## config.mk

```make
export PLATFORM = sky130hd
export DESIGN_NAME = serial_rx_queue
export DESIGN_NICKNAME = d
export VERILOG_FILES = /design/src/rtl/srx_pkg.sv /design/src/rtl/srx_sampler.sv /design/src/rtl/srx_fifo.sv /design/src/rtl/srx_flags.sv /design/src/rtl/serial_rx_queue.sv
export SDC_FILE = /design/constraint.sdc
export NUM_CORES = 1
export LEC_CHECK = 0
export BUFFER_PORTS_ARGS = -buffer_cell sky130_fd_sc_hd__buf_2
export CAP_MARGIN = 15
export CORE_ASPECT_RATIO = 1.25
export CORE_MARGIN = 8
export CORE_UTILIZATION = 40
export CTS_BUF_LIST = sky130_fd_sc_hd__clkbuf_4
export CTS_CLUSTER_DIAMETER = 120
export DETAILED_ROUTE_END_ITERATION = 10
export PLACE_DENSITY_LB_ADDON = 0.3
export SYNTH_ARGS = -nofsm -noshare
export SYNTH_HDL_FRONTEND = slang
export SYNTH_SLANG_ARGS = --single-unit
```

## constraint.sdc

```tcl
create_clock -name clk -period 4.3 [get_ports clk]
set_input_delay 0.215 -clock clk [delete_from_list [all_inputs] [get_ports clk]]
set_output_delay 0.215 -clock clk [all_outputs]
set_load 0.01 [all_outputs]
```

## src/rtl/srx_pkg.sv

```systemverilog
// Shared types for the serial receive queue.
// Assumes: the character width is fixed here and used by every submodule.
package srx_pkg;
    localparam int DW = 8;

    // One queue entry: captured bit, parity mismatch, data byte.
    typedef struct packed {
        logic          xb;
        logic          pe;
        logic [DW-1:0] d;
    } srx_entry_t;

    typedef enum logic [2:0] {
        S_IDLE,
        S_START,
        S_DATA,
        S_SLOT,
        S_STOP
    } srx_state_t;
endpackage

```

## src/rtl/srx_sampler.sv

```systemverilog
// Frame deserialiser: synchronises the line, finds the start bit,
// samples every bit at mid-period and emits one finished entry per frame.
// Assumes: tick is a single-cycle pulse, OSR ticks per bit, SYNC >= 2.
module srx_sampler
    import srx_pkg::*;
#(
    parameter int OSR  = 16,
    parameter int SYNC = 2
) (
    input  logic       clk,
    input  logic       rst_n,
    input  logic       tick,
    input  logic       rxd,
    input  logic       rx_en,
    input  logic       par_en,
    input  logic       par_odd,
    input  logic       xbit_en,
    output logic       frm_valid,
    output srx_entry_t frm,
    output logic       busy
);
    localparam int CW  = $clog2(OSR);
    localparam int BW  = $clog2(DW);
    localparam logic [CW-1:0] MID  = CW'(OSR / 2 - 1);
    localparam logic [CW-1:0] LAST = CW'(OSR - 1);
    localparam logic [BW-1:0] LASTBIT = BW'(DW - 1);

    logic [SYNC-1:0] sync_q;
    logic            line;
    logic            prev_q;
    srx_state_t      state;
    logic [CW-1:0]   cnt;
    logic [BW-1:0]   bitn;
    logic [DW-1:0]   shreg;
    logic            slot_q;
    logic            has_slot;

    assign line     = sync_q[SYNC-1];
    assign has_slot = par_en | xbit_en;
    assign busy     = (state != S_IDLE);

    // Bring the asynchronous line into the clock domain.
    always_ff @(posedge clk) begin
        if (!rst_n) sync_q <= '1;
        else        sync_q <= {sync_q[SYNC-2:0], rxd};
    end

    // Line level at the previous tick, used for falling-edge detection.
    always_ff @(posedge clk) begin
        if (!rst_n)    prev_q <= 1'b1;
        else if (tick) prev_q <= line;
    end

    // Receive state machine, advanced once per tick.
    always_ff @(posedge clk) begin
        if (!rst_n) begin
            state     <= S_IDLE;
            cnt       <= '0;
            bitn      <= '0;
            shreg     <= '0;
            slot_q    <= 1'b0;
            frm_valid <= 1'b0;
            frm       <= '0;
        end else begin
            frm_valid <= 1'b0;
            if (!rx_en) begin
                state <= S_IDLE;
                cnt   <= '0;
            end else if (tick) begin
                case (state)
                    S_IDLE: begin
                        if (prev_q && !line) begin
                            state <= S_START;
                            cnt   <= '0;
                        end
                    end
                    S_START: begin
                        if (cnt == MID) begin
                            cnt  <= '0;
                            bitn <= '0;
                            state <= line ? S_IDLE : S_DATA;
                        end else begin
                            cnt <= cnt + 1'b1;
                        end
                    end
                    S_DATA: begin
                        if (cnt == LAST) begin
                            cnt   <= '0;
                            shreg <= {line, shreg[DW-1:1]};
                            bitn  <= bitn + 1'b1;
                            if (bitn == LASTBIT)
                                state <= has_slot ? S_SLOT : S_STOP;
                        end else begin
                            cnt <= cnt + 1'b1;
                        end
                    end
                    S_SLOT: begin
                        if (cnt == LAST) begin
                            cnt    <= '0;
                            slot_q <= line;
                            state  <= S_STOP;
                        end else begin
                            cnt <= cnt + 1'b1;
                        end
                    end
                    S_STOP: begin
                        if (cnt == LAST) begin
                            cnt       <= '0;
                            frm_valid <= 1'b1;
                            frm.d     <= shreg;
                            frm.xb    <= has_slot ? slot_q : line;
                            frm.pe    <= par_en & ((^shreg) ^ slot_q ^ par_odd);
                            state     <= S_IDLE;
                        end else begin
                            cnt <= cnt + 1'b1;
                        end
                    end
                    default: state <= S_IDLE;
                endcase
            end
        end
    end
endmodule

```

## src/rtl/srx_fifo.sv

```systemverilog
// Entry queue: stores finished frames in arrival order and presents the head.
// Assumes: the caller never pushes when full; a pop when empty is ignored here.
module srx_fifo
    import srx_pkg::*;
#(
    parameter int DEPTH = 4
) (
    input  logic                       clk,
    input  logic                       rst_n,
    input  logic                       push,
    input  srx_entry_t                 wdata,
    input  logic                       pop,
    output srx_entry_t                 head,
    output logic [$clog2(DEPTH+1)-1:0] cnt,
    output logic                       full,
    output logic                       empty
);
    localparam int AW = (DEPTH > 1) ? $clog2(DEPTH) : 1;
    localparam int NW = $clog2(DEPTH + 1);
    localparam logic [AW-1:0] LASTIDX = AW'(DEPTH - 1);

    srx_entry_t    mem [DEPTH];
    logic [AW-1:0] wr_ptr;
    logic [AW-1:0] rd_ptr;
    logic          do_pop;

    assign full   = (cnt == NW'(DEPTH));
    assign empty  = (cnt == '0);
    assign do_pop = pop & ~empty;
    assign head   = mem[rd_ptr];

    // Pointer and occupancy bookkeeping, with wrap at DEPTH.
    always_ff @(posedge clk) begin
        if (!rst_n) begin
            wr_ptr <= '0;
            rd_ptr <= '0;
            cnt    <= '0;
        end else begin
            if (push)   wr_ptr <= (wr_ptr == LASTIDX) ? '0 : wr_ptr + 1'b1;
            if (do_pop) rd_ptr <= (rd_ptr == LASTIDX) ? '0 : rd_ptr + 1'b1;
            if (push && !do_pop)      cnt <= cnt + 1'b1;
            else if (!push && do_pop) cnt <= cnt - 1'b1;
        end
    end

    // Entry storage, one slot per generated register.
    for (genvar i = 0; i < DEPTH; i++) begin : g_slot
        always_ff @(posedge clk) begin
            if (!rst_n)                                mem[i] <= '0;
            else if (push && wr_ptr == AW'(i))         mem[i] <= wdata;
        end
    end
endmodule

```

## src/rtl/srx_flags.sv

```systemverilog
// Status flags: receive-pending, sticky overrun and sticky parity error.
// Assumes: head_pe is meaningful only while the queue is not empty.
module srx_flags (
    input  logic clk,
    input  logic rst_n,
    input  logic frm_valid,
    input  logic full,
    input  logic empty,
    input  logic head_pe,
    input  logic clr_ri,
    input  logic clr_ovr,
    input  logic clr_perr,
    output logic accept,
    output logic ri_flag,
    output logic ovr_flag,
    output logic perr_flag
);
    logic drop;

    assign accept = frm_valid & ~full;
    assign drop   = frm_valid & full;

    // Flag updates: set conditions win over clear strobes.
    always_ff @(posedge clk) begin
        if (!rst_n) begin
            ri_flag   <= 1'b0;
            ovr_flag  <= 1'b0;
            perr_flag <= 1'b0;
        end else begin
            ri_flag   <= accept | (ri_flag & ~(clr_ri & empty));
            ovr_flag  <= drop | (ovr_flag & ~clr_ovr);
            perr_flag <= (~empty & head_pe) | (perr_flag & ~clr_perr);
        end
    end
endmodule

```

## src/rtl/serial_rx_queue.sv

```systemverilog
// Top level: deserialiser feeding a per-entry tagged queue with status flags.
// Assumes: tick comes from an external baud divider at OSR ticks per bit.
module serial_rx_queue
    import srx_pkg::*;
#(
    parameter int DEPTH = 4,
    parameter int OSR   = 16,
    parameter int SYNC  = 2
) (
    input  logic          clk,
    input  logic          rst_n,
    input  logic          tick,
    input  logic          rxd,
    input  logic          rx_en,
    input  logic          par_en,
    input  logic          par_odd,
    input  logic          xbit_en,
    input  logic          rd_pop,
    input  logic          clr_ri,
    input  logic          clr_ovr,
    input  logic          clr_perr,
    output logic [DW-1:0] rd_data,
    output logic          ri_flag,
    output logic          ovr_flag,
    output logic          perr_flag,
    output logic          xbit_out
);
    localparam int NW = $clog2(DEPTH + 1);

    logic          frm_valid;
    srx_entry_t    frm;
    logic          busy;
    srx_entry_t    head;
    logic [NW-1:0] cnt;
    logic          full;
    logic          empty;
    logic          accept;

    srx_sampler #(.OSR(OSR), .SYNC(SYNC)) u_samp (
        .clk(clk), .rst_n(rst_n), .tick(tick), .rxd(rxd), .rx_en(rx_en),
        .par_en(par_en), .par_odd(par_odd), .xbit_en(xbit_en),
        .frm_valid(frm_valid), .frm(frm), .busy(busy)
    );

    srx_fifo #(.DEPTH(DEPTH)) u_fifo (
        .clk(clk), .rst_n(rst_n), .push(accept), .wdata(frm), .pop(rd_pop),
        .head(head), .cnt(cnt), .full(full), .empty(empty)
    );

    srx_flags u_flags (
        .clk(clk), .rst_n(rst_n), .frm_valid(frm_valid), .full(full),
        .empty(empty), .head_pe(head.pe), .clr_ri(clr_ri), .clr_ovr(clr_ovr),
        .clr_perr(clr_perr), .accept(accept), .ri_flag(ri_flag),
        .ovr_flag(ovr_flag), .perr_flag(perr_flag)
    );

    assign rd_data  = head.d;
    assign xbit_out = head.xb;
endmodule

```

==> flow_summary.json, run 1 <==
{
  "ys_types": 43,
  "first_global_vias": 2337,
  "vias_per_cell": 4.918,
  "start_kind": "register",
  "drc_errors": 0,
  "synth_nets": 360,
  "clk_path_buf_depth": 2,
  "fp.dieArea_um2": 12970,
  "finalCritPeriodShare_pct": 51.43,
  "arrival_ns": 2.56,
  "critPathTopFamily": "simple AND/OR/NAND/NOR gates",
  "design_area_um2": 4230,
  "coreArea_um2": 9459,
  "clk_pin_slew_worst_paths_ns": 0.12,
  "antenna_found_initial": 0,
  "status": "finished clean",
  "drive_gt1_share_pct": 16.02,
  "preCtsSetupSlack_ns": 2.132,
  "critPathRequiredTime_ns": 4.65,
  "grt_usage_pct": 11.44,
  "firstDrtPassIters": 4,
  "wl_per_cell_um": 14.08,
  "rsz0062_at_grt": "false",
  "cts_tree": "built",
  "cts_setup_buffers": 0,
  "die_y_um": 125.4,
  "area_delta_synth_final_pct": 10.53,
  "clock_latency_ns": 0.44,
  "power_leakage_nw": 1.609,
  "multi_input_area_um2": 1604,
  "tightestPinTransition_ns": 0.9797,
  "synthFlopType": "dfxtp_1",
  "setup_violations": 0,
  "peakVddDrop_uv": 169.9,
  "finalPower_mw": 1.824,
  "num_vias": 2400,
  "fillers": 875,
  "place_area_um2": 4009,
  "drv_slew": 0,
  "num_antenna_cells": 0,
  "seq_area_um2": 2102,
  "grt_pass1_wl_um": 11340,
  "yosysSeqAreaShare_pct": 54.92,
  "syn_area_um2": 3827,
  "dp_hpwl_um": 4702,
  "fin_util_pct": 44.72,
  "dp_cells": 471,
  "drt_iter0_drc": 108,
  "path_class": "reg -> reg",
  "slew_headroom_pct": 34.61,
  "setup_tns_ns": 0,
  "die_width_um": 103.5,
  "pin_count": 24,
  "cp_num_buf_inv": 1,
  "hold_slack_ns": 0.04047,
  "synth_edf_count": 40,
  "routabilityCongestion": 0.7556,
  "cp-end-kind": "register",
  "async_flop_share_pct": 0,
  "p_per_area_nw_per_um2": 431.1,
  "overflow": 0,
  "cts_buffers": 9,
  "crit_chain": "nor3_1 > nand2b_1 > ha_1 > inv_1 > fa_1 > xor2_1 > or3_1 > a21oi_1",
  "grt_start_max_net_pins": 34,
  "cp_slowest_stage_delay_ns": 0.38,
  "stdcell_count": 488,
  "fmax_ghz": 0.4522,
  "min_period_ns": 2.212,
  "fin_skew_ns": 0.01780,
  "syn_inst": 338,
  "ys_ff_latch": 85,
  "nets": 379,
  "max_cap_viol_count": 0,
  "initial_core_util_pct": 40.46,
  "cpMaxStageDelayCell": "dfxtp_1",
  "yosys_warnings": 0,
  "io_buffer_count": 23,
  "synth_area_per_cell_um2": 11.32,
  "timing.final.ws_setup_ns": 2.089,
  "postRouteAntennaNets": 0,
  "clockRootBuffer": "clkbuf_4",
  "num_rows": 40,
  "cp_max_fo": 4,
  "cts_max_level": 3,
  "min_path_type": "in -> reg",
  "wirelength_um": 6872,
  "finalHoldViolCount": 0,
  "cts_sinks": 85
}
## sequential cells by signal (all words and copies together), names as in the netlist, named ones only
register / count
u_samp.sync_q: 2
u_flags.ri_flag: 1
u_samp.shreg: 8
u_samp.slot_q: 1
u_flags.perr_flag: 1
u_samp.state: 3
u_fifo.wr_ptr: 2
u_flags.ovr_flag: 1
u_samp.frm_valid: 1
u_samp.bitn: 3
u_samp.cnt: 4
u_fifo.mem: 40
u_fifo.rd_ptr: 2
u_samp.frm: 10
u_fifo.cnt: 3
u_samp.prev_q: 1
## placed cells by master (no fill, tap or decap), drive strengths merged, types with 4 or more instances in the layout
| cell type | instances |
|---|---|
| nand3 | 11 |
| mux4 | 10 |
| a21oi | 26 |
| nor3 | 4 |
| ha | 9 |
| buf | 24 |
| nor2 | 30 |
| and2 | 41 |
| dfxtp | 45 |
| nand2 | 31 |
| or3 | 5 |
| and3 | 4 |
| mux2i | 15 |
| nand2b | 8 |
| o21ai | 7 |
| edfxtp | 40 |
| inv | 6 |
| clkbuf | 10 |
| xnor2 | 7 |
| bufinv | 4 |
## cell families after synthesis
logic type	after synthesis	synth area share, %
xor+xnor	10	2.648
simple gates	145	19.65
mux	26	10.10
compound gates	39	6.048
flops	85	54.92
buf+inv	23	3.171
fa+ha+maj	10	3.465
## tightest hold or removal path: stages
cell	delay, ns
buf_2	0.07
nand2b_1	0.08
a21oi_1	0.06
## synthesized netlist by cell type (2+ instances only)
cell type,number,area (um2)
o21ai_0,6,30.03
nand2b_1,8,50.05
and3_1,4,25.02
nand4_1,3,18.77
inv_1,6,22.52
nor2_1,30,112.6
nor3b_1,3,22.52
edfxtp_1,40,1201
mux4_2,10,225.2
xor2_1,2,17.52
or3_2,2,15.01
clkbuf_1,8,30.03
mux2i_1,15,150.1
or3_1,3,18.77
nand2_1,31,116.4
nor3_1,4,20.02
a21oi_1,24,120.1
ha_1,9,112.6
xnor2_1,7,61.31
dfxtp_1,45,900.9
buf_1,2,7.510
nand3_1,11,55.05
buf_2,3,15.01
clkbuf_8,2,27.53
and2_1,41,256.5
a21oi_2,2,17.52
## what timing repair did
action,4_1_cts,5_1_grt
endpoints found under the hold margin,1,0
resized for setup,0,0
endpoints found under the setup margin,0,0
hold buffers,1,0
## where the power goes
group | total [mW] | leakage (nW) | internal (mW) | switching, mW
clock | 0.632 | 0.107 | 0.360 | 0.272
sequential | 0.949 | 0.743 | 0.892 | 0.0574
combinational | 0.242 | 0.759 | 0.136 | 0.107
total | 1.82 | 1.61 | 1.39 | 0.436
## metal layers
layer	up-vias	share of wire [%]	GRT usage, %
met3	9	3.8	3.609
met4	0	1.5	4.355
li1	1218	-	-
met1	1149	43	12.54
met5	-	0	0
met2	24	51	19.70
## final cells by class
class	count	area share, %
Clock buffer	10	1.775
Clock inverter	6	3.224
Inverter	6	0.5324
Multi-Input combinational cell	230	37.92
Sequential cell	85	49.69
Tap cell	126	3.727
Timing Repair Buffer	25	3.135
## path summary, 6_finish.rpt
kind | start | end | slack (ns) | cells past startpoint
hold reg to reg | u_samp.sync_q[0] | u_samp.sync_q[1] | 0.42 | 1
setup / recovery | u_fifo.cnt[0] | u_fifo.cnt[2] | 2.09 | 8
setup reg to reg | u_fifo.cnt[0] | u_fifo.cnt[2] | 2.09 | 8
hold / removal | clr_perr | u_flags.perr_flag | 0.04 | 3
Power figures use the tool's default switching activity.
==> run 2: changes to the inputs <==
ABC_AREA = 1   (was unset)
clock period = 2.3 ns   (was 4.3 ns; I/O delays follow)
==> flow_summary.json, run 2 <==
{
  "status": "finished clean",
  "cp_slowest_stage_delay_ns": 0.44,
  "crit_chain": "nor2_1 > nand2_1 > nand2_1 > inv_2 > ha_1 > inv_1 > fa_1 > a21oi_1 > o21ai_0 > o21ai_0 > a21oi_1",
  "drc_errors": 0,
  "grt_pass1_wl_um": 13260,
  "rsz0062_at_grt": "false",
  "setup_tns_ns": 0,
  "peakVddDrop_uv": 249.1,
  "synth_most_common_cell": "nor2_1",
  "routabilityCongestion": 0.8019,
  "synthDominantCellAreaShare_pct": 31.68,
  "critPathRequiredTime_ns": 2.60,
  "grt_usage_pct": 13.04,
  "initial_core_util_pct": 41.33,
  "cp_max_fo": 10,
  "die_y_um": 124.8,
  "wirelength_um": 7728,
  "finalCritPeriodShare_pct": 91.38,
  "synth_edf_count": 40,
  "grt_use_met2_pct": 22.65,
  "path_class": "reg -> reg",
  "clockRootBuffer": "clkbuf_4",
  "drive_gt1_share_pct": 13.87,
  "area_delta_synth_final_pct": 10.79,
  "synth_top_area_cell": "edfxtp_1",
  "synth_area_per_cell_um2": 8.616,
  "use_met3_pct": 2.964,
  "fp.dieArea_um2": 12870,
  "cts_tree": "built",
  "most-common-layout-cells": "nor2_1, nand2_1, dfxtp_1, inv_1, o21ai_0",
  "clock_latency_ns": 0.42,
  "yosysSeqAreaShare_pct": 55.45,
  "largest_reg_flops": 40,
  "first_global_vias": 2923,
  "power_leakage_nw": 1.622,
  "max_cap_viol_count": 0,
  "place_area_um2": 4025,
  "start_kind": "register",
  "coreArea_um2": 9174,
  "p_per_area_nw_per_um2": 728.7,
  "min_path_type": "in -> reg",
  "firstDrtPassIters": 5,
  "syn_inst": 440,
  "drt_iter0_drc": 135,
  "cts_buffers": 9,
  "overflow": 0,
  "grt_util_met1_pct": 14.51,
  "setup_violations": 0,
  "syn_area_um2": 3791,
  "fmax_ghz": 0.4758,
  "ys_ff_latch": 85,
  "top_register": "u_fifo.mem",
  "postRouteAntennaNets": 0,
  "cts_max_level": 3,
  "vias_per_cell": 4.875,
  "yosys_warnings": 0,
  "reg_top3": "u_fifo.mem: 40 flops, u_samp.frm: 10 flops, u_samp.shreg: 8 flops",
  "grt_start_max_net_pins": 21,
  "num_vias": 2920,
  "synth_nets": 462,
  "design_area_um2": 4200,
  "wl_per_cell_um": 12.90,
  "cts_setup_buffers": 0,
  "num_antenna_cells": 0,
  "cts_sinks": 85,
  "synthFlopType": "dfxtp_1",
  "final_common_cell": "nor2_1",
  "arrival_ns": 2.40,
  "io_buffer_count": 23,
  "fin_skew_ns": 0.01825,
  "pin_count": 24,
  "dp_hpwl_um": 5432,
  "tightestPinTransition_ns": 0.5822,
  "clk_path_buf_depth": 2,
  "clk_pin_slew_worst_paths_ns": 0.12,
  "synth.cells.most_frequent": "nor2_1, nand2_1, dfxtp_1",
  "antenna_found_initial": 0,
  "nets": 493,
  "top_usage_layer": "met2",
  "cpMaxStageDelayCell": "dfxtp_1",
  "num_rows": 39,
  "drv_slew": 0,
  "die_width_um": 103.1,
  "synth_area_leaders": "edfxtp_1, dfxtp_1, nor2_1",
  "finalHoldViolCount": 0,
  "slew_headroom_pct": 61.15,
  "min_period_ns": 2.102,
  "cp-end-kind": "register",
  "async_flop_share_pct": 0,
  "ys_types": 29
}
run 2: cell types whose count changed after synthesis, sizes merged, moves of 15 or more:
cell,delta
nand2,+34
mux2i,-15
and2,-41
inv,+45
o21ai,+45
nor2,+67
run 2: critical path: cells and delay by family (launching register included):
family	cells	cell delay, ns
DFF	1	0.44
adders and majority gates	2	0.55
buffers and inverters	2	0.25
and+or+nand+nor	3	0.26
AOI/OAI and AO/OA	4	0.48
run 2: layout make-up:
type,instances,area (um2)
fillers,956,4974
flip-flops and latches,85,2102
multi-input cells,293,1448
inverters,51,191.4
repair buffers,31,190.2
well taps,123,153.9
clock buffers,10,75.07
clock inverters,6,40.04
run 2: what timing repair did:
| item | CTS | global route |
|---|---|---|
| endpoints found under the hold margin | 7 | 0 |
| hold buffers | 6 | 0 |
| gates resized for setup | 0 | 0 |
run 2: path summary, 6_finish.rpt:
kind | from | to | slack [ns] | depth (start not counted)
worst max register to register | u_fifo.cnt[0] | u_fifo.cnt[2] | 0.20 | 11
worst min-delay path | par_en | u_samp.frm[8] | 0.08 | 5
worst max-delay path | u_fifo.cnt[0] | u_fifo.cnt[2] | 0.20 | 11
worst min register to register | u_samp.sync_q[0] | u_samp.sync_q[1] | 0.43 | 1
run 2: metrics by stage:
| step | hold WS, ns | worst slack [ns] | util (%) | power, mW | instances |
|---|---|---|---|---|---|
| final | 0.08072 | 0.1983 | 45.79 | 3.061 | 599 |
| after global routing | 0.09418 | 0.02908 | 45.79 | 3.269 | 599 |
| after CTS | 0.03189 | 0.2100 | 45.79 | 3.112 | 599 |
| after detailed placement | 0.3035 | 0.2373 | 43.88 | 2.374 | 577 |
| after global placement | 0.3024 | 0.3068 | 43.88 | 2.356 | 577 |
| after floorplan | 0.2154 | 0.4302 | - | 2.158 | 440 |
run 2: where the power goes:
| part | total [mW] | internal (mW) | switching, mW | leakage (nW) |
|---|---|---|---|---|
| Clock | 0.725 | 0.231 | 0.494 | 0.0585 |
| Combinational | 0.607 | 0.229 | 0.378 | 0.808 |
| Sequential | 1.73 | 1.66 | 0.0675 | 0.756 |
run 2: cells by family (layout without fill, tap and decap cells):
group | Yosys count | count (layout) | synth area share (%)
AO/OA/AOI/OAI | 96 | 96 | 13.30
XOR/XNOR | 5 | 5 | 1.155
adder cells (fa/ha/maj) | 10 | 10 | 3.498
buffers and inverters | 62 | 98 | 6.369
flip-flops | 85 | 85 | 55.45
AND/OR/NAND/NOR | 182 | 182 | 20.23
run 2: metal layers:
layer / share of wire [%] / vias up
met5: 0 / -
met4: 0.84 / 0
met3: 4.0 / 4
met2: 52 / 46
met1: 43 / 1355
li1: - / 1515
